`src/rtl/uart_baud_pkg.sv`:
```
package uart_baud_pkg;

  // Data width codes as seen on the dbits_sel input
  typedef enum logic [1:0] {
    DW_6  = 2'd0,
    DW_7  = 2'd1,
    DW_8  = 2'd2,
    DW_8B = 2'd3
  } data_width_e;

  localparam int unsigned MAX_FRAME_BITS = 12;
  localparam int unsigned FRAME_W        = 4;

  // Start bit + data bits + stop bits + optional parity bit
  function automatic logic [FRAME_W-1:0] frame_bits(
    input logic [1:0] dsel,
    input logic       two_stop,
    input logic       par
  );
    logic [FRAME_W-1:0] dbits;
    case (data_width_e'(dsel))
      DW_6:    dbits = FRAME_W'(6);
      DW_7:    dbits = FRAME_W'(7);
      default: dbits = FRAME_W'(8);
    endcase
    return FRAME_W'(1) + dbits + (two_stop ? FRAME_W'(2) : FRAME_W'(1))
           + FRAME_W'(par);
  endfunction

endpackage

```
`src/rtl/ubg_cfg_regs.sv`:
```
module ubg_cfg_regs #(
  parameter int unsigned     DIV_W    = 16,
  parameter int unsigned     BDIV_W   = 8,
  parameter logic [DIV_W-1:0]  DIV_RST  = 16'h028B,
  parameter logic [BDIV_W-1:0] BDIV_RST = 8'd15,
  parameter int unsigned     BDIV_MIN = 4
) (
  input  logic              clk,
  input  logic              rst_n,
  input  logic              div_wr,
  input  logic [DIV_W-1:0]  div_wdata,
  input  logic              bdiv_wr,
  input  logic [BDIV_W-1:0] bdiv_wdata,
  output logic [DIV_W-1:0]  div_q,
  output logic [BDIV_W-1:0] bdiv_q
);

  logic [DIV_W-1:0]  div_d;
  logic [BDIV_W-1:0] bdiv_d;
  logic              bdiv_legal;

  always_comb begin
    bdiv_legal = (bdiv_wdata >= BDIV_W'(BDIV_MIN));
    div_d      = div_wr ? div_wdata : div_q;
    bdiv_d     = (bdiv_wr && bdiv_legal) ? bdiv_wdata : bdiv_q;
  end

  always_ff @(posedge clk or negedge rst_n) begin
    if (!rst_n) begin
      div_q  <= DIV_RST;
      bdiv_q <= BDIV_RST;
    end else begin
      div_q  <= div_d;
      bdiv_q <= bdiv_d;
    end
  end

endmodule

```
`src/rtl/ubg_tick_chain.sv`:
```
module ubg_tick_chain #(
  parameter int unsigned DIV_W     = 16,
  parameter int unsigned BDIV_W    = 8,
  parameter int unsigned PRE_RATIO = 8
) (
  input  logic              clk,
  input  logic              rst_n,
  input  logic              pre_sel,
  input  logic [DIV_W-1:0]  div_q,
  input  logic [BDIV_W-1:0] bdiv_q,
  output logic              os_tick,
  output logic              baud_tick
);

  localparam int unsigned PRE_W = (PRE_RATIO > 1) ? $clog2(PRE_RATIO) : 1;

  logic src_en;

  generate
    if (PRE_RATIO > 1) begin : g_pre
      logic [PRE_W-1:0] pre_cnt_q, pre_cnt_d;
      logic             pre_wrap;
      always_comb begin
        pre_wrap  = (pre_cnt_q == PRE_W'(PRE_RATIO - 1));
        pre_cnt_d = pre_wrap ? '0 : pre_cnt_q + PRE_W'(1);
        src_en    = pre_sel ? pre_wrap : 1'b1;
      end
      always_ff @(posedge clk or negedge rst_n) begin
        if (!rst_n) pre_cnt_q <= '0;
        else        pre_cnt_q <= pre_cnt_d;
      end
    end else begin : g_nopre
      logic unused_sel;
      always_comb begin
        unused_sel = pre_sel;
        src_en     = 1'b1;
      end
    end
  endgenerate

  logic [DIV_W-1:0]  cd_cnt_q, cd_cnt_d;
  logic [BDIV_W-1:0] bt_cnt_q, bt_cnt_d;
  logic              div_zero, os_hit, bit_hit;

  always_comb begin
    div_zero = (div_q == '0);
    os_hit   = src_en && !div_zero && (cd_cnt_q >= (div_q - DIV_W'(1)));
    bit_hit  = os_hit && (bt_cnt_q >= bdiv_q);

    if (div_zero)    cd_cnt_d = '0;
    else if (os_hit) cd_cnt_d = '0;
    else if (src_en) cd_cnt_d = cd_cnt_q + DIV_W'(1);
    else             cd_cnt_d = cd_cnt_q;

    if (bit_hit)     bt_cnt_d = '0;
    else if (os_hit) bt_cnt_d = bt_cnt_q + BDIV_W'(1);
    else             bt_cnt_d = bt_cnt_q;
  end

  always_ff @(posedge clk or negedge rst_n) begin
    if (!rst_n) begin
      cd_cnt_q  <= '0;
      bt_cnt_q  <= '0;
      os_tick   <= 1'b0;
      baud_tick <= 1'b0;
    end else begin
      cd_cnt_q  <= cd_cnt_d;
      bt_cnt_q  <= bt_cnt_d;
      os_tick   <= os_hit;
      baud_tick <= bit_hit;
    end
  end

endmodule

```
`src/rtl/ubg_rx_timeout.sv`:
```
module ubg_rx_timeout #(
  parameter int unsigned TO_CHARS = 4,
  parameter int unsigned FRAME_W  = 4,
  parameter int unsigned MAX_BITS = 12
) (
  input  logic               clk,
  input  logic               rst_n,
  input  logic               baud_tick,
  input  logic               rx_char,
  input  logic [FRAME_W-1:0] frame_len,
  output logic               rx_timeout
);

  localparam int unsigned CNT_W = $clog2(TO_CHARS * MAX_BITS + 1);

  logic [CNT_W-1:0] cnt_q, cnt_d, limit;
  logic             armed_q, armed_d, fire;

  always_comb begin
    limit   = CNT_W'(TO_CHARS) * CNT_W'(frame_len);
    armed_d = armed_q;
    cnt_d   = cnt_q;
    fire    = 1'b0;
    if (rx_char) begin
      armed_d = 1'b1;
      cnt_d   = '0;
    end else if (armed_q && baud_tick) begin
      if (cnt_q >= limit - CNT_W'(1)) begin
        fire    = 1'b1;
        armed_d = 1'b0;
        cnt_d   = '0;
      end else begin
        cnt_d = cnt_q + CNT_W'(1);
      end
    end
  end

  always_ff @(posedge clk or negedge rst_n) begin
    if (!rst_n) begin
      cnt_q      <= '0;
      armed_q    <= 1'b0;
      rx_timeout <= 1'b0;
    end else begin
      cnt_q      <= cnt_d;
      armed_q    <= armed_d;
      rx_timeout <= fire;
    end
  end

endmodule

```
`src/rtl/uart_baud_gen.sv`:
```
module uart_baud_gen #(
  parameter int unsigned       DIV_W     = 16,
  parameter int unsigned       BDIV_W    = 8,
  parameter int unsigned       PRE_RATIO = 8,
  parameter int unsigned       TO_CHARS  = 4,
  parameter int unsigned       BDIV_MIN  = 4,
  parameter logic [DIV_W-1:0]  DIV_RST   = 16'h028B,
  parameter logic [BDIV_W-1:0] BDIV_RST  = 8'd15
) (
  input  logic              clk,
  input  logic              rst_n,
  input  logic              pre8_sel,
  input  logic              div_wr,
  input  logic [DIV_W-1:0]  div_wdata,
  input  logic              bdiv_wr,
  input  logic [BDIV_W-1:0] bdiv_wdata,
  input  logic [1:0]        dbits_sel,
  input  logic              stop2_sel,
  input  logic              parity_en,
  input  logic              rx_char,
  output logic              os_tick,
  output logic              baud_tick,
  output logic              rx_timeout
);

  import uart_baud_pkg::*;

  // Asynchronous assertion, synchronous release
  logic [1:0] rst_sync_q;
  logic       rst_int_n;

  always_ff @(posedge clk or negedge rst_n) begin
    if (!rst_n) rst_sync_q <= 2'b00;
    else        rst_sync_q <= {rst_sync_q[0], 1'b1};
  end
  assign rst_int_n = rst_sync_q[1];

  logic [DIV_W-1:0]   div_q;
  logic [BDIV_W-1:0]  bdiv_q;
  logic [FRAME_W-1:0] frame_len;

  assign frame_len = frame_bits(dbits_sel, stop2_sel, parity_en);

  ubg_cfg_regs #(
    .DIV_W(DIV_W), .BDIV_W(BDIV_W), .DIV_RST(DIV_RST),
    .BDIV_RST(BDIV_RST), .BDIV_MIN(BDIV_MIN)
  ) cfg_i (
    .clk(clk), .rst_n(rst_int_n),
    .div_wr(div_wr), .div_wdata(div_wdata),
    .bdiv_wr(bdiv_wr), .bdiv_wdata(bdiv_wdata),
    .div_q(div_q), .bdiv_q(bdiv_q)
  );

  ubg_tick_chain #(
    .DIV_W(DIV_W), .BDIV_W(BDIV_W), .PRE_RATIO(PRE_RATIO)
  ) chain_i (
    .clk(clk), .rst_n(rst_int_n), .pre_sel(pre8_sel),
    .div_q(div_q), .bdiv_q(bdiv_q),
    .os_tick(os_tick), .baud_tick(baud_tick)
  );

  ubg_rx_timeout #(
    .TO_CHARS(TO_CHARS), .FRAME_W(FRAME_W), .MAX_BITS(MAX_FRAME_BITS)
  ) tmo_i (
    .clk(clk), .rst_n(rst_int_n), .baud_tick(baud_tick),
    .rx_char(rx_char), .frame_len(frame_len), .rx_timeout(rx_timeout)
  );

endmodule

```
`config.mk`:
```
export PLATFORM = sky130hd
export DESIGN_NAME = uart_baud_gen
export DESIGN_NICKNAME = d
export VERILOG_FILES = /design/src/rtl/uart_baud_pkg.sv /design/src/rtl/ubg_cfg_regs.sv /design/src/rtl/ubg_tick_chain.sv /design/src/rtl/ubg_rx_timeout.sv /design/src/rtl/uart_baud_gen.sv
export SDC_FILE = /design/constraint.sdc
export NUM_CORES = 1
export LEC_CHECK = 0
export ABC_AREA = 1
export BUFFER_PORTS_ARGS = -buffer_cell sky130_fd_sc_hd__buf_4
export CORE_MARGIN = 2
export CORE_UTILIZATION = 60
export CTS_BUF_LIST = sky130_fd_sc_hd__clkbuf_8
export DETAILED_ROUTE_END_ITERATION = 12
export PLACE_DENSITY = 0.8
export SETUP_SLACK_MARGIN = 0.15
export SYNTH_ARGS = -nofsm -noshare
export SYNTH_HDL_FRONTEND = slang
export SYNTH_SLANG_ARGS = --single-unit
export TNS_END_PERCENT = 100
```
`constraint.sdc`:
```
create_clock -name clk -period 2.31 [get_ports clk]
set_clock_uncertainty 0.15 [all_clocks]
set_input_delay 0.3465 -clock clk [delete_from_list [all_inputs] [get_ports clk]]
set_output_delay 0.3465 -clock clk [all_outputs]
set_load 0.05 [all_outputs]
```
-- Word level (Yosys, flattened, before mapping)
Index checks and enable logic that the tools add are counted.
- bits of input ports: 34
- bits in registers: 63
- output and inout bits: 3
- mux-type cells: 18
- magnitude comparators: 4
- reduce and logical (&&, ||, !) cells: 13
- eq/ne operators: 2
- add/sub/neg operators: 9
- operators by type and width (kind ; count):
    $mux 16 ; 3
    $mux 6 ; 3
    $add 16x1->16 const B ; 1
    $ge 16x16->1 ; 1
    $logic_not 16->1 ; 1
    $mux 8 ; 2
    $sub 16x1->16 const B ; 1
    $add 8x1->8 const B ; 1
    $ge 8x3->1 const B ; 1
    $ge 8x8->1 ; 1
    $pmux 4 s2 ; 1
    $mux 1 ; 7
    $add 6x1->6 const B ; 1
    $ge 6x6->1 ; 1
    $reduce_bool 2->1 ; 3
    $sub 6x1->6 const B ; 1
    $logic_and 1x1->1 ; 5
    $add 1x4->4 const A ; 1
    $add 4x1->4 ; 1
    $add 4x2->4 ; 1
    $add 3x1->3 const B ; 1
    $eq 3x3->1 const B ; 1
    $mux 3 ; 1
    $reduce_bool 3->1 ; 1
    5 further kinds ; 5

-- Longest topological paths before layout
Gate-level depths: netlist of the first run.
- depth in word-level cells: 10
- gate-level depth with buffers: 17
- gate-level depth less buffers: 17

-- By module
Synthesis of the first run repeated with hierarchy kept, for this count alone.
- cell total of the unflattened synthesis: 508
- area total of the unflattened synthesis: 4270.3 um^2
- by module, submodules not included (module ; area an instance (um^2) ; instances ; cells each):
    ubg_tick_chain ; 2526.2 ; 1 ; 343
    ubg_cfg_regs ; 991.0 ; 1 ; 72
    ubg_rx_timeout ; 546.8 ; 1 ; 68
    uart_baud_gen ; 206.4 ; 1 ; 25

-- Worst setup path after synthesis of the first run
OpenSTA, ideal clock, no wires.
- path kind: input-to-reg
- start: input parity_en
- end: register tmo_i.cnt_q[5]
- library setup time: 0.083 ns
- stages: 16
- arrival time: 2.630 ns
- path slack: -0.553 ns
- cell sequence: inv_1 > ha_1 > inv_1 > ha_1 > inv_1 > fa_1 > xnor2_1 > nor2_1 > xor2_1 > ha_1 > a21oi_1 > o21a_1 > o21ai_0 > nor2_1 > nand2_1 > o21ai_0
- word-level cells in the longest chain between the ends: 6
- RTL lines (element ; RTL line ; text):
    from (decl) ; uart_baud_gen.sv:19 ; input logic parity_en,
    $add 4x1->4 ; uart_baud_pkg.sv:27 ; + FRAME_W'(par);
    $sub 6x1->6 ; ubg_rx_timeout.sv:28 ; if (cnt_q >= limit - CNT_W'(1)) begin
    $ge 6x6->1 ; ubg_rx_timeout.sv:28 ;
    $mux 6 ; ubg_rx_timeout.sv:28 ;
    $mux 6 ; ubg_rx_timeout.sv:27 ; end else if (armed_q && baud_tick) begin
    $mux 6 ; ubg_rx_timeout.sv:24 ; if (rx_char) begin
    to (signal assigned) ; ubg_rx_timeout.sv:44 ; cnt_q <= cnt_d;
    to (decl) ; ubg_rx_timeout.sv:16 ; logic [CNT_W-1:0] cnt_q, cnt_d, limit;
No other way between the ends. The select of a mux whose other input is x is not followed.
A chain may end at the register's enable or synchronous reset.

-- Worst setup path after layout of the first run
- start: register cfg_i.div_q[0]
- end: register chain_i.bt_cnt_q[2]
- word-level cells in the longest chain between the ends: 6
- elaborated cells on any way between the ends: 9
- classes of those cells: 1 x add/sub; 1 x order compare; 1 x mux; 6 x reduce/logical
- RTL lines (element ; RTL line ; text):
    from (decl) ; ubg_cfg_regs.sv:14 ; output logic [DIV_W-1:0] div_q,
    from (signal assigned) ; ubg_cfg_regs.sv:33 ; div_q <= div_d;
    branches (longest 3 deep; another with $sub 16x1->16) ; - ;
    $logic_and 1x1->1 (*) ; ubg_tick_chain.sv:47 ; os_hit = src_en && !div_zero && (cd_cnt_q >= (div_q - DIV_W'(1)));
    $logic_and 1x1->1 ; ubg_tick_chain.sv:48 ; bit_hit = os_hit && (bt_cnt_q >= bdiv_q);
    $mux 8 / $reduce_bool 2->1 (equally long branches) ; - ;
    to (signal assigned) ; ubg_tick_chain.sv:68 ; bt_cnt_q <= bt_cnt_d;
    to (decl) ; ubg_tick_chain.sv:42 ; logic [BDIV_W-1:0] bt_cnt_q, bt_cnt_d;
Every way passes the cells marked *.

==> results.txt, run 1 <==
Hold WC Path Type: reg2async
static leakage power: 2.87 nW
first-pass GRT wire length: 16400 µm
die area: 7740 µm²
Mapped Cells: 537
GR Util All Layers: 26.8%
Reg2Reg Depth: 18
Port Buffers: 36
initial DRC count: 321
commonest cells in the netlist: nand2_1 (148), inv_1 (83), dfrtp_1 (54)
Arr. time, crit path: 2.93 ns
min cycle time layout: 2.85 ns
clock latency on the worst-skew pair: 0.35 ns
sequential share of power: 41.9%
r2r setup slk: -0.54 ns
CTS tree: built
RSZ-0062 raised after global routing: yes
Root Driver: clkbuf_8
Max Cap Viol: 0
post-synth net total: 613
failing checks: hold timing, setup timing
setup tns final: -14.75 ns
highest routed layer: met4
routability cong.: 0.892
worst setup margin: -0.540 ns
DRT antenna net count: 0
final worst-path cycle share: 123%
Worst setup SP type: flop
Clock Pin Slew Worst Setup and Hold Paths: 0.07 ns
Max FO, Critical Path: 5
wl on met1: 4380 µm
die span in y: 88.0 µm
# rows: 30
DR WL/cell: 13.7 µm
Max Slew Vio Count: 0
top-count cell post-synth: nand2_1
Netlist cell types: 38
mapped cell area: 4230 µm²
Net Switching: 0.000950 W
clock network power share: 33.0%
Inserted Clock Buffers: 9
Ys Warns: 0
antenna violations before repair: 0
core area: 6790 µm²
critical path endpoint category: flop
Worst R2R Start: cfg_i.div_q[0]$_DFFE_PN1P_
Worst EP required: 2.39 ns
Antenna Cells: 0
final hold vios: 4
DRC viols: 0
detailed placement HPWL: 6640 µm
area delta synth->final: 29.0%
Crit Path Category: reg2reg
Sw Ratio: 30.9%
Reg-to-Reg End: chain_i.bt_cnt_q[2]$_DFFE_PN0P_
peak supply drop: 0.565 mV
synthesized area per cell: 7.88 µm²
ys async rst share: 100%
Die X: 88.0 µm
flip-flop and latch count after synthesis: 63
outcome: finished with violations
fmax: 351 MHz
Seq/Total Area, Yosys: 37.5%
I/O pin cnt: 37
commonest register cell after synthesis: dfrtp_1
cell taking the most area after synthesis: dfrtp_1
Overall Power: 0.00307 W
share of layout cells above drive strength 1: 30.3%
multi-input logic area: 2520 µm²
PwrDens: 562 nW/µm²
Sink Count: 63
# fillers: 455
largest net degree at the start of global routing: 50
Synth area leaders: dfrtp_1 (32%), nand2_1 (13%), ha_1 (12%)
Setup-failing EPs final: 34
TritonRoute pass-1 iters: 5
vias per cell: 5.34
Logic pwr share: 25.1%
overall routed net length: 9930 µm
met3 WL: 388 µm
Nets: 698
Seq. cell area: 1590 µm²
internal power: 0.00212 W
GRT overflow: 0
vias in the first global route: 3760
EDFF count, synth: 0
Initial Util: 62.3%
WL met2: 4970 µm
detailed-route via count: 3860
Min Hold Slack: -0.00365 ns
Synth top area share: 31.9%
CTS Buffer Depth: 2
CTS HTree Levels: 3
[how the worst max path moves through the flow]
stage | cells past startpoint | startpoint | to | slack (ns)
3_3_place_gp | 17 | parity_en | tmo_i.cnt_q[0]$_DFFE_PN0P_ | -0.69
5_1_grt | 18 | cfg_i.div_q[0]$_DFFE_PN1P_ | chain_i.bt_cnt_q[5]$_DFFE_PN0P_ | -0.64
4_1_cts | 18 | cfg_i.div_q[0]$_DFFE_PN1P_ | chain_i.bt_cnt_q[6]$_DFFE_PN0P_ | -0.38
3_5_place_dp | 17 | parity_en | tmo_i.cnt_q[0]$_DFFE_PN0P_ | -0.84
2_1_floorplan | 16 | parity_en | tmo_i.cnt_q[0]$_DFFE_PN0P_ | -0.44
6_report | 18 | cfg_i.div_q[0]$_DFFE_PN1P_ | chain_i.bt_cnt_q[2]$_DFFE_PN0P_ | -0.54
[state kept, by name, summed over array words and instances, names as in the netlist]
name,cells
cfg_i.bdiv_q,8
rst_sync_q,2
tmo_i.rx_timeout,1
chain_i.baud_tick,1
tmo_i.armed_q,1
chain_i.os_tick,1
chain_i.cd_cnt_q,16
tmo_i.cnt_q,6
chain_i.bt_cnt_q,8
cfg_i.div_q,16
chain_i.g_pre.pre_cnt_q,3
[through the flow]
stage / std cells / hold slack (ns) / util, % / worst slack [ns] / instance area (µm²)
5_1_grt: 723 / 0.0254 / 80.4 / -0.637 / 5460
4_1_cts: 722 / 0.0132 / 79.2 / -0.382 / 5380
2_1_floorplan: 537 / -0.0991 / - / -0.439 / 4320
6_report: 723 / -0.00365 / 80.4 / -0.540 / 5460
3_5_place_dp: 696 / -0.0202 / 72.9 / -0.843 / 4950
3_3_place_gp: 696 / -0.0217 / 72.9 / -0.687 / 4950
[layout by cell type (no fill, tap or decap), types with 5 or more instances in the layout]
cell | netlist | layout
xnor2_1 | 8 | 7
o21ai_0 | 21 | 17
inv_4 | 1 | 5
buf_4 | 0 | 69
nand2_2 | 4 | 21
dfstp_2 | 9 | 9
a21oi_2 | 0 | 5
nand4_1 | 16 | 16
nor2_4 | 3 | 5
a21oi_1 | 16 | 11
dfrtp_1 | 54 | 53
nand3_1 | 21 | 15
nand2_1 | 148 | 130
nor2_2 | 8 | 14
nor2_1 | 40 | 32
ha_4 | 0 | 5
nand3_2 | 0 | 6
inv_1 | 83 | 76
clkbuf_8 | 0 | 12
nor3_1 | 8 | 7
buf_6 | 2 | 5
ha_1 | 41 | 35
xor2_1 | 21 | 21
[layout make-up]
class / count / share of cell area, %
clock buffers: 12 / 3.02
clock inverters: 4 / 0.802
inverters: 85 / 6.30
multi-input cells: 383 / 46.1
flip-flops and latches: 63 / 29.1
well taps: 96 / 2.20
repair buffers: 80 / 12.4
[power by group through the flow]
stage / clock network, W / logic (W) / registers (W)
2_1_floorplan: 0 / 0.000459 / 0.00130
3_3_place_gp: 0 / 0.000640 / 0.00130
3_5_place_dp: 0 / 0.000689 / 0.00130
4_1_cts: 0.00101 / 0.000742 / 0.00128
5_1_grt: 0.00107 / 0.000867 / 0.00130
6_report: 0.00101 / 0.000770 / 0.00129
[logic make-up after synthesis]
kind of cell,count (synthesis),share of synthesized area (%)
xor+xnor,29,6.00
other cells,1,0.0886
compound gates,50,6.56
mux,4,1.06
flops,63,37.5
buf+inv,92,8.87
simple gates,256,27.3
fa+ha+maj,42,12.6
[worst max-delay path, stage by stage, from the launching register on]
cell and delay (ns):
dfstp_2 0.58, inv_4 0.06, ha_4 0.17, nand2_4 0.09, nor2_4 0.05, nand2_1 0.11, xor2_1 0.20, inv_1 0.12
ha_4 0.28, nand2_2 0.05, inv_2 0.07, nand3_2 0.06, nor2_1 0.15, nand2_2 0.10, nand2_4 0.15, buf_12 0.14
nand2_4 0.08, nand2_2 0.07, nand2_1 0.05
[routing by layer]
metal	global-route usage, %	vias to the layer above
met5	0	-
met1	34.3	1844
li1	-	1885
met2	45.7	109
met3	4.43	22
met4	9.93	0
[what timing repair did]
action / CTS / global route
endpoints found under the setup margin: 34 / 34
pin swaps: 38 / 24
hold endpoints to repair: 2 / 0
gates cloned: 0 / 1
hold buffers: 1 / 0
resized for setup: 35 / 21
setup buffers: 9 / 0
Note: power is estimated with default switching activity, not from simulation.
==> run 2, diff against run 1 <==
--- a/config.mk
+++ b/config.mk
@@ -5,7 +5,6 @@
 export SDC_FILE = /design/constraint.sdc
 export NUM_CORES = 1
 export LEC_CHECK = 0
-export ABC_AREA = 1
 export BUFFER_PORTS_ARGS = -buffer_cell sky130_fd_sc_hd__buf_4
 export CORE_MARGIN = 2
 export CORE_UTILIZATION = 60
==> constraint.sdc (replaced) <==
create_clock -name clk -period 2.31 [get_ports clk]
set_clock_uncertainty 0.15 [all_clocks]
set_input_delay 0.3465 -clock clk [delete_from_list [all_inputs] [get_ports clk]]
set_output_delay 0.3465 -clock clk [all_outputs]
set_load 0.02 [all_outputs]
==> run 2 against run 1 <==
  * The run ends with setup timing left
  * Largest cell class unchanged
  * Clock power rose by 22%
  * Worst setup slack got worse by 0.61 ns
  * Sequential share of layout area fell by 0.22 points
  * Highest routed layer unchanged
  * Flip-flop and latch count did not move
  * Utilization rose by 2.0 points
  * Via count rose by 0.36%
==> results.txt, run 2 <==
outcome: finished with violations
failing checks: setup timing
DRT antenna net count: 0 (unchanged)
critical path endpoint category: flop
PwrDens: 634 nW/µm² (+13%)
final hold vios: 0 (-4)
DR WL/cell: 20.2 µm (+47%)
Root Driver: clkbuf_8
Worst slew margin: 24.0%
Crit Path Category: reg2reg
antenna violations before repair: 0 (unchanged)
sequential share of power: 37.9% (-4.0 points)
worst setup margin: -1.15 ns (-0.610 ns)
I/O pin cnt: 37 (unchanged)
vias in the first global route: 3607 (-4.1%)
Non-Filler Instances: 595 (-18%)
Max Cap Viol: 0 (unchanged)
die span in y: 86.4 µm (-1.8%)
core area: 6680 µm² (-1.7%)
dpl cell area: 4950 µm² (-0.10%)
detailed-route via count: 3874 (+0.36%)
Synth top area share: 33.2% (+1.3 points)
Sink Count: 63 (unchanged)
Regs by FF count: cfg_i.div_q x16, chain_i.cd_cnt_q x16
DRC viols: 0 (unchanged)
Net Switching: 0.00106 W (+12%)
Netlist cell types: 60 (+58%)
Initial Util: 61.0% (-1.4 points)
leading cell type in the layout, fill and taps excluded: buf_4
GR Util All Layers: 29.4% (+2.6 points)
Logic pwr share: 26.8% (+1.7 points)
mapped cell area: 4070 µm² (-3.8%)
Synth area leaders: dfrtp_1 (33%), ha_1 (13%), dfstp_2 (5.8%)
Reg2Reg Depth: 14 (-4)
Hold WC Path Type: in2reg
synthesized area per cell: 9.72 µm² (+23%)
static leakage power: 2.60 nW (-9.3%)
placed cell count: 568 (-18%)
Worst setup SP type: flop
final worst-path cycle share: 150% (+26 points)
CP max stage delay: 0.39 ns (-0.19 ns)
flip-flop and latch count after synthesis: 63 (unchanged)
post-route cell area: 5500 µm² (+0.78%)
area delta synth->final: 35.1%
hold path cells: 3
Compound-Gate Fraction of Synth Area: 14.3% (+7.8 points)
min cycle time layout: 3.46 ns (+0.610 ns)
commonest cells in the netlist: dfrtp_1 (54), ha_1 (41), nand2_1 (39)
ys async rst share: 100% (unchanged)
die area: 7460 µm² (-3.6%)
worst slack at placement: -0.988 ns (-0.145 ns)
fmax: 289 MHz (-18%)
internal power: 0.00243 W (+14%)
Max Slew Vio Count: 0 (unchanged)
share of layout cells above drive strength 1: 37.9% (+7.6 points)
CTS Buffer Depth: 2 (unchanged)
Inserted Clock Buffers: 9 (unchanged)
most frequent cells in the layout: buf_4 (80), dfrtp_1 (53), nand2_1 (38), ha_1 (36), inv_1 (30)
vias per cell: 6.51 (+22%)
Worst EP required: 2.42 ns (+0.03 ns)
top-count cell post-synth: dfrtp_1
Die X: 86.4 µm (-1.8%)
crit path cell chain: or3_4 -> nor3_4 -> nand2_2 -> or2_4 -> nor3_2 -> xnor2_1 -> ha_1 -> nand4_1 -> nor2_2 -> a211oi_4 -> buf_4 -> buf_12 -> a41oi_1 -> a31oi_1
Port Buffers: 36 (unchanged)
CTS tree: built
first-pass GRT wire length: 17200 µm (+4.9%)
Antenna Cells: 0 (unchanged)
post-synthesis mux area share: 5.16% (+4.1 points)
peak supply drop: 0.470 mV (-17%)
routability cong.: 0.852 (-4.4%)
largest net degree at the start of global routing: 37 (-26%)
RSZ-0062 raised after global routing: yes
overall routed net length: 12000 µm (+21%)
Synth Area in Simple Gates: 19.5% (-7.9 points)
Sw Ratio: 30.4% (-0.49 points)
Nets: 586 (-16%)
cell taking the most area after synthesis: dfrtp_1
Arr. time, crit path: 3.57 ns (+0.64 ns)
EDFF count, synth: 0 (unchanged)
post-synth net total: 495 (-19%)
Slew @ Worst Pin: 1.14 ns
detailed placement HPWL: 6870 µm (+3.5%)
# rows: 30 (unchanged)
Max FO, Critical Path: 13 (+8)
Overall Power: 0.00349 W (+14%)
Ys Warns: 0 (unchanged)
initial DRC count: 443 (+38%)
XOR/XNOR Fraction of Synth Area: 4.09% (-1.9 points)
CTS HTree Levels: 3 (unchanged)
largest family of logic cells by synthesized area: simple AND/OR/NAND/NOR gates
clock latency on the worst-skew pair: 0.36 ns (about the same)
Clock Pin Slew Worst Setup and Hold Paths: 0.08 ns (about the same)
commonest register cell after synthesis: dfrtp_1
GRT overflow: 0 (unchanged)
Mapped Cells: 419 (-22%)
clock network power share: 35.3% (+2.3 points)
Synth Area in Adders: 13.1% (+0.50 points)
Setup-failing EPs final: 34 (unchanged)
Seq/Total Area, Yosys: 39.0% (+1.5 points)
TritonRoute pass-1 iters: 8 (+3)
Slowest-stage cell, CP: or3_4
==> run 2: final timing paths <==
check	slack (ns)	start	endpoint
worst max-delay path	-1.15	cfg_i.div_q[2]$_DFFE_PN0P_	chain_i.cd_cnt_q[15]$_DFFE_PN0P_
worst min register to register	0.11	rst_sync_q[1]$_DFF_PN0_	cfg_i.bdiv_q[6]$_DFFE_PN0P_
worst min-delay path	0.06	bdiv_wdata[3]	cfg_i.bdiv_q[3]$_DFFE_PN1P_
worst max register to register	-1.15	cfg_i.div_q[2]$_DFFE_PN0P_	chain_i.cd_cnt_q[15]$_DFFE_PN0P_
max in group asynchronous	1.31	rst_sync_q[1]$_DFF_PN0_	chain_i.cd_cnt_q[14]$_DFFE_PN0P_
min in group asynchronous	0.11	rst_sync_q[1]$_DFF_PN0_	cfg_i.bdiv_q[6]$_DFFE_PN0P_
==> run 2: cells by family (layout without fill, tap and decap cells) <==
| group | count (synthesis) | in the layout |
|---|---|---|
| flip-flops | 63 | 63 |
| AND/OR/NAND/NOR | 150 | 150 |
| AO/OA/AOI/OAI | 78 | 78 |
| buffers and inverters | 47 | 143 |
| XOR/XNOR | 19 | 19 |
| adder cells (fa/ha/maj) | 42 | 42 |
| other | 1 | 1 |
| multiplexers | 19 | 19 |
==> run 2: metrics by stage <==
| stage | util [%] | TNS (ns) | hold slack, ns |
|---|---|---|---|
| after global placement | 74.1 | -24.56 | -0.0207 |
| after floorplan | - | -20.95 | -0.0991 |
| after CTS | 79.7 | -25.13 | 0.0414 |
| final | 82.4 | -28.86 | 0.0592 |
| after detailed placement | 74.1 | -28.41 | -0.0204 |
| after global routing | 82.4 | -32.53 | 0.0708 |
==> run 2: repair_timing <==
| item | 4_1_cts | 5_1_grt |
|---|---|---|
| buffers inserted | 3 | 5 |
| pin swaps | 19 | 8 |
| resized for setup | 21 | 18 |
| setup endpoints to repair | 34 | 34 |
| hold buffers | 1 | 0 |
| hold endpoints to repair | 2 | 0 |
| cloned | 0 | 2 |
==> run 2: routing by layer <==
| metal | GRT usage (%) | share of wire (%) |
|---|---|---|
| met1 | 35.9 | 38 |
| met2 | 50.3 | 51 |
| met3 | 7.62 | 7.1 |
| met4 | 10.7 | 4.2 |
| met5 | 0 | 0 |
==> run 2: cell type report <==
type	count	area, µm²
clock buffer	10	138
clock inverter	6	108
fill	354	1180
inverter	34	143
multi-input combinational	309	2630
sequential	63	1590
tap	80	100
timing repair buffer	93	802
==> run 2: worst max-delay path, delay by kind of cell (launching register included) <==
family / cells / cell delay [ns]
adder cells (fa/ha/maj): 1 / 0.28
flip-flops: 1 / 0.38
buffers and inverters: 2 / 0.32
AND/OR/NAND/NOR: 7 / 1.35
AO/OA/AOI/OAI: 3 / 0.72
XOR/XNOR: 1 / 0.16
==> run 2: power by group through the flow <==
stage               logic [W]  clock network (W)  registers (W)
floorplan            0.000502                  0        0.00135
global placement     0.000785                  0        0.00133
detailed placement   0.000838                  0        0.00133
CTS                  0.000876            0.00121        0.00132
global route          0.00102            0.00125        0.00134
finish               0.000935            0.00123        0.00132
==> run 3, diff against run 2 <==
--- a/config.mk
+++ b/config.mk
@@ -7,10 +7,10 @@
 export LEC_CHECK = 0
 export BUFFER_PORTS_ARGS = -buffer_cell sky130_fd_sc_hd__buf_4
 export CORE_MARGIN = 2
-export CORE_UTILIZATION = 60
+export CORE_UTILIZATION = 40
 export CTS_BUF_LIST = sky130_fd_sc_hd__clkbuf_8
 export DETAILED_ROUTE_END_ITERATION = 12
-export PLACE_DENSITY = 0.8
+export PLACE_DENSITY = 0.63
 export SETUP_SLACK_MARGIN = 0.15
 export SYNTH_ARGS = -nofsm -noshare
 export SYNTH_HDL_FRONTEND = slang
==> run 3 against run 2 <==
  * The flow still finishes with violations (setup timing)
  * Non-clock buffer count unchanged
  * Global-route usage is 12 points lower
  * Count of clock-buffer cells in the layout stayed put
  * Cell count rose by 8.9%
  * Total power shrank 2.5%
  * Combinational power is 3.0% lower
  * Clock power decreased by 3%
  * Register-to-register slack improved by 0.29 ns
  * Sequential power about the same
  * Via count fell by 11%
  * Worst hold slack worse by 0.025 ns
  * Die area rose by 47%
  * Critical path type unchanged
  * Highest routed layer unchanged
==> results.txt, run 3 (same netlist as run 2, synthesis figures left out) <==
outcome: finished with violations
failing checks: setup timing
final hold vios: 0 (unchanged)
Max FO, Critical Path: 19 (+6)
Worst R2R Start: cfg_i.div_q[2]$_DFFE_PN0P_
crit path buf inv count: 2 (unchanged)
Seq. cell area: 1590 µm² (unchanged)
final worst-path cycle share: 137% (-12 points)
CTS Buffer Depth: 2 (unchanged)
worst setup path startpoint: cfg_i.div_q[2]$_DFFE_PN0P_
Nets: 586 (unchanged)
Die X: 105 µm (+21%)
delay-heaviest family, CP: simple AND/OR/NAND/NOR gates
Slowest-stage cell, CP: dfrtp_1
static leakage power: 2.55 nW (-2.0%)
vias in the first global route: 3422 (-5.1%)
die span in y: 105 µm (+21%)
leading cell type in the layout, fill and taps excluded: buf_4
internal power: 0.00243 W (+0.23%)
Net Switching: 0.000967 W (-8.9%)
Max Cap Viol: 0 (unchanged)
I/O pin cnt: 37 (unchanged)
initial DRC count: 174 (-61%)
area delta synth->final: 33.7%
most frequent cells in the layout: buf_4 (85), dfrtp_1 (53), nand2_1 (38), ha_1 (37), inv_1 (30)
r2r setup slk: -0.86 ns (+0.29 ns)
vias per cell: 5.32 (-18%)
Regs by FF count: cfg_i.div_q x16, chain_i.cd_cnt_q x16
Antenna Cells: 0 (unchanged)
DR WL/cell: 14.1 µm (-30%)
die area: 11000 µm² (+47%)
core area: 9820 µm² (+47%)
Reg-to-Reg End: chain_i.bt_cnt_q[3]$_DFFE_PN0P_
Slew @ Worst Pin: 1.04 ns (-0.0970 ns)
DRC viols: 0 (unchanged)
Max Slew Vio Count: 0 (unchanged)
peak supply drop: 0.366 mV (-22%)
Worst setup SP type: flop
Worst slew margin: 30.4% (+6.5 points)
largest net degree at the start of global routing: 46 (+24%)
CTS HTree Levels: 3 (unchanged)
antenna violations before repair: 0 (unchanged)
Sink Count: 63 (unchanged)
Reg2Reg Depth: 14 (unchanged)
fmax: 315 MHz (+9.0%)
clock latency on the worst-skew pair: 0.35 ns (about the same)
Inserted Clock Buffers: 9 (unchanged)
detailed-route via count: 3449 (-11%)
worst setup margin: -0.863 ns (+0.286 ns)
setup tns final: -22.71 ns (+6.15 ns)
CTS tree: built
DRT antenna net count: 0 (unchanged)
Initial Util: 41.5% (-19 points)
GR Util All Layers: 17.8% (-12 points)
# fillers: 908 (+160%)
first-pass GRT wire length: 15800 µm (-7.6%)
multi-input logic area: 2550 µm² (-2.8%)
crit path cell chain: or3_4 -> nor3_4 -> nand2_2 -> or2_4 -> nor3b_2 -> xnor2_1 -> ha_1 -> nand4_1 -> nor2_2 -> a211oi_4 -> buf_12 -> a211oi_2 -> buf_4 -> o2bb2ai_1
clock network power share: 34.9% (-0.4 points)
Overall Power: 0.00340 W (-2.5%)
sequential share of power: 38.4% (+0.5 points)
Port Buffers: 36 (unchanged)
Root Driver: clkbuf_8
PwrDens: 624 nW/µm² (-1.5%)
Crit Path Category: reg2reg
# rows: 36 (+20%)
share of layout cells above drive strength 1: 35.9% (-1.9 points)
routability cong.: 0.798 (-6.4%)
overall routed net length: 9140 µm (-24%)
detailed placement HPWL: 6900 µm (+0.54%)
Sw Ratio: 28.5% (-2.0 points)
Worst EP required: 2.39 ns (-0.03 ns)
RSZ-0062 raised after global routing: yes
critical path endpoint category: flop
Arr. time, crit path: 3.25 ns (-0.32 ns)
CP max stage delay: 0.38 ns (about the same)
Clock Pin Slew Worst Setup and Hold Paths: 0.07 ns (about the same)
GRT overflow: 0 (unchanged)
Logic pwr share: 26.7% (about the same)
min cycle time layout: 3.17 ns (-0.286 ns)
Setup-failing EPs final: 34 (unchanged)
TritonRoute pass-1 iters: 4 (-4)
Hold WC Path Type: reg2async
[run 3: area by class of cell]
type                            instances  area share [%]
Inverter                               34            2.62
Timing Repair Buffer                   93            13.8
Clock buffer                           10            2.53
Sequential cell                        63            29.2
Multi-Input combinational cell        309            46.8
Clock inverter                          6            1.98
Tap cell                              133            3.06
[run 3: how the worst max path moves through the flow]
stage                     depth (start not counted)  slack, ns                         endpoint
after global placement                           14      -0.82  chain_i.bt_cnt_q[5]$_DFFE_PN0P_
after global routing                             14      -1.08  chain_i.cd_cnt_q[7]$_DFFE_PN0P_
after detailed placement                         14      -0.90  chain_i.bt_cnt_q[6]$_DFFE_PN0P_
after CTS                                        14      -0.87  chain_i.bt_cnt_q[3]$_DFFE_PN0P_
after floorplan                                  13      -0.73  chain_i.cd_cnt_q[3]$_DFFE_PN0P_
final                                            14      -0.86  chain_i.bt_cnt_q[3]$_DFFE_PN0P_
[run 3: per-layer routing]
layer	vias to the layer above	wire [µm]	track usage (%)	part of all wire (%)
met5	-	0	0	0
met4	0	128	6.38	1.4
met2	63	4420	28.8	48
met3	7	286	3.18	3.1
met1	1666	4300	23.8	47
li1	1713	-	-	-
[run 3: repair_timing]
item                       4_1_cts  5_1_grt
buffers inserted                 3        3
gates resized for setup         19        7
hold buffers                     1        0
pin swaps                       12       17
gates cloned                     1        0
hold endpoints to repair         2        0
setup endpoints to repair       34       34
[run 3: worst reg2reg max path, stage by stage (launching register included)]
cell and delay, ns:
dfrtp_1 0.38, or3_4 0.38, nor3_4 0.15, nand2_2 0.08
or2_4 0.26, nor3b_2 0.18, xnor2_1 0.15, ha_1 0.27
nand4_1 0.13, nor2_2 0.07, a211oi_4 0.29, buf_12 0.20
a211oi_2 0.07, buf_4 0.17, o2bb2ai_1 0.12
[run 3: per-stage QoR]
step	std cells	util, %	area [µm²]	setup WS (ns)	hold WS, ns
6_report	648	55.5	5450	-0.863	0.0344
5_1_grt	648	55.5	5450	-1.08	0.0582
4_1_cts	645	54.9	5390	-0.871	0.0463
3_5_place_dp	624	51.2	5020	-0.896	-0.0206
3_3_place_gp	624	51.2	5020	-0.819	-0.0214
2_1_floorplan	419	-	4260	-0.729	-0.0991
[run 3: power groups by stage]
stage	clock network (W)	logic, W	registers (W)
floorplan	0	0.000502	0.00135
global placement	0	0.000819	0.00132
detailed placement	0	0.000854	0.00132
CTS	0.00121	0.000888	0.00130
global route	0.00127	0.00101	0.00132
finish	0.00119	0.000907	0.00130
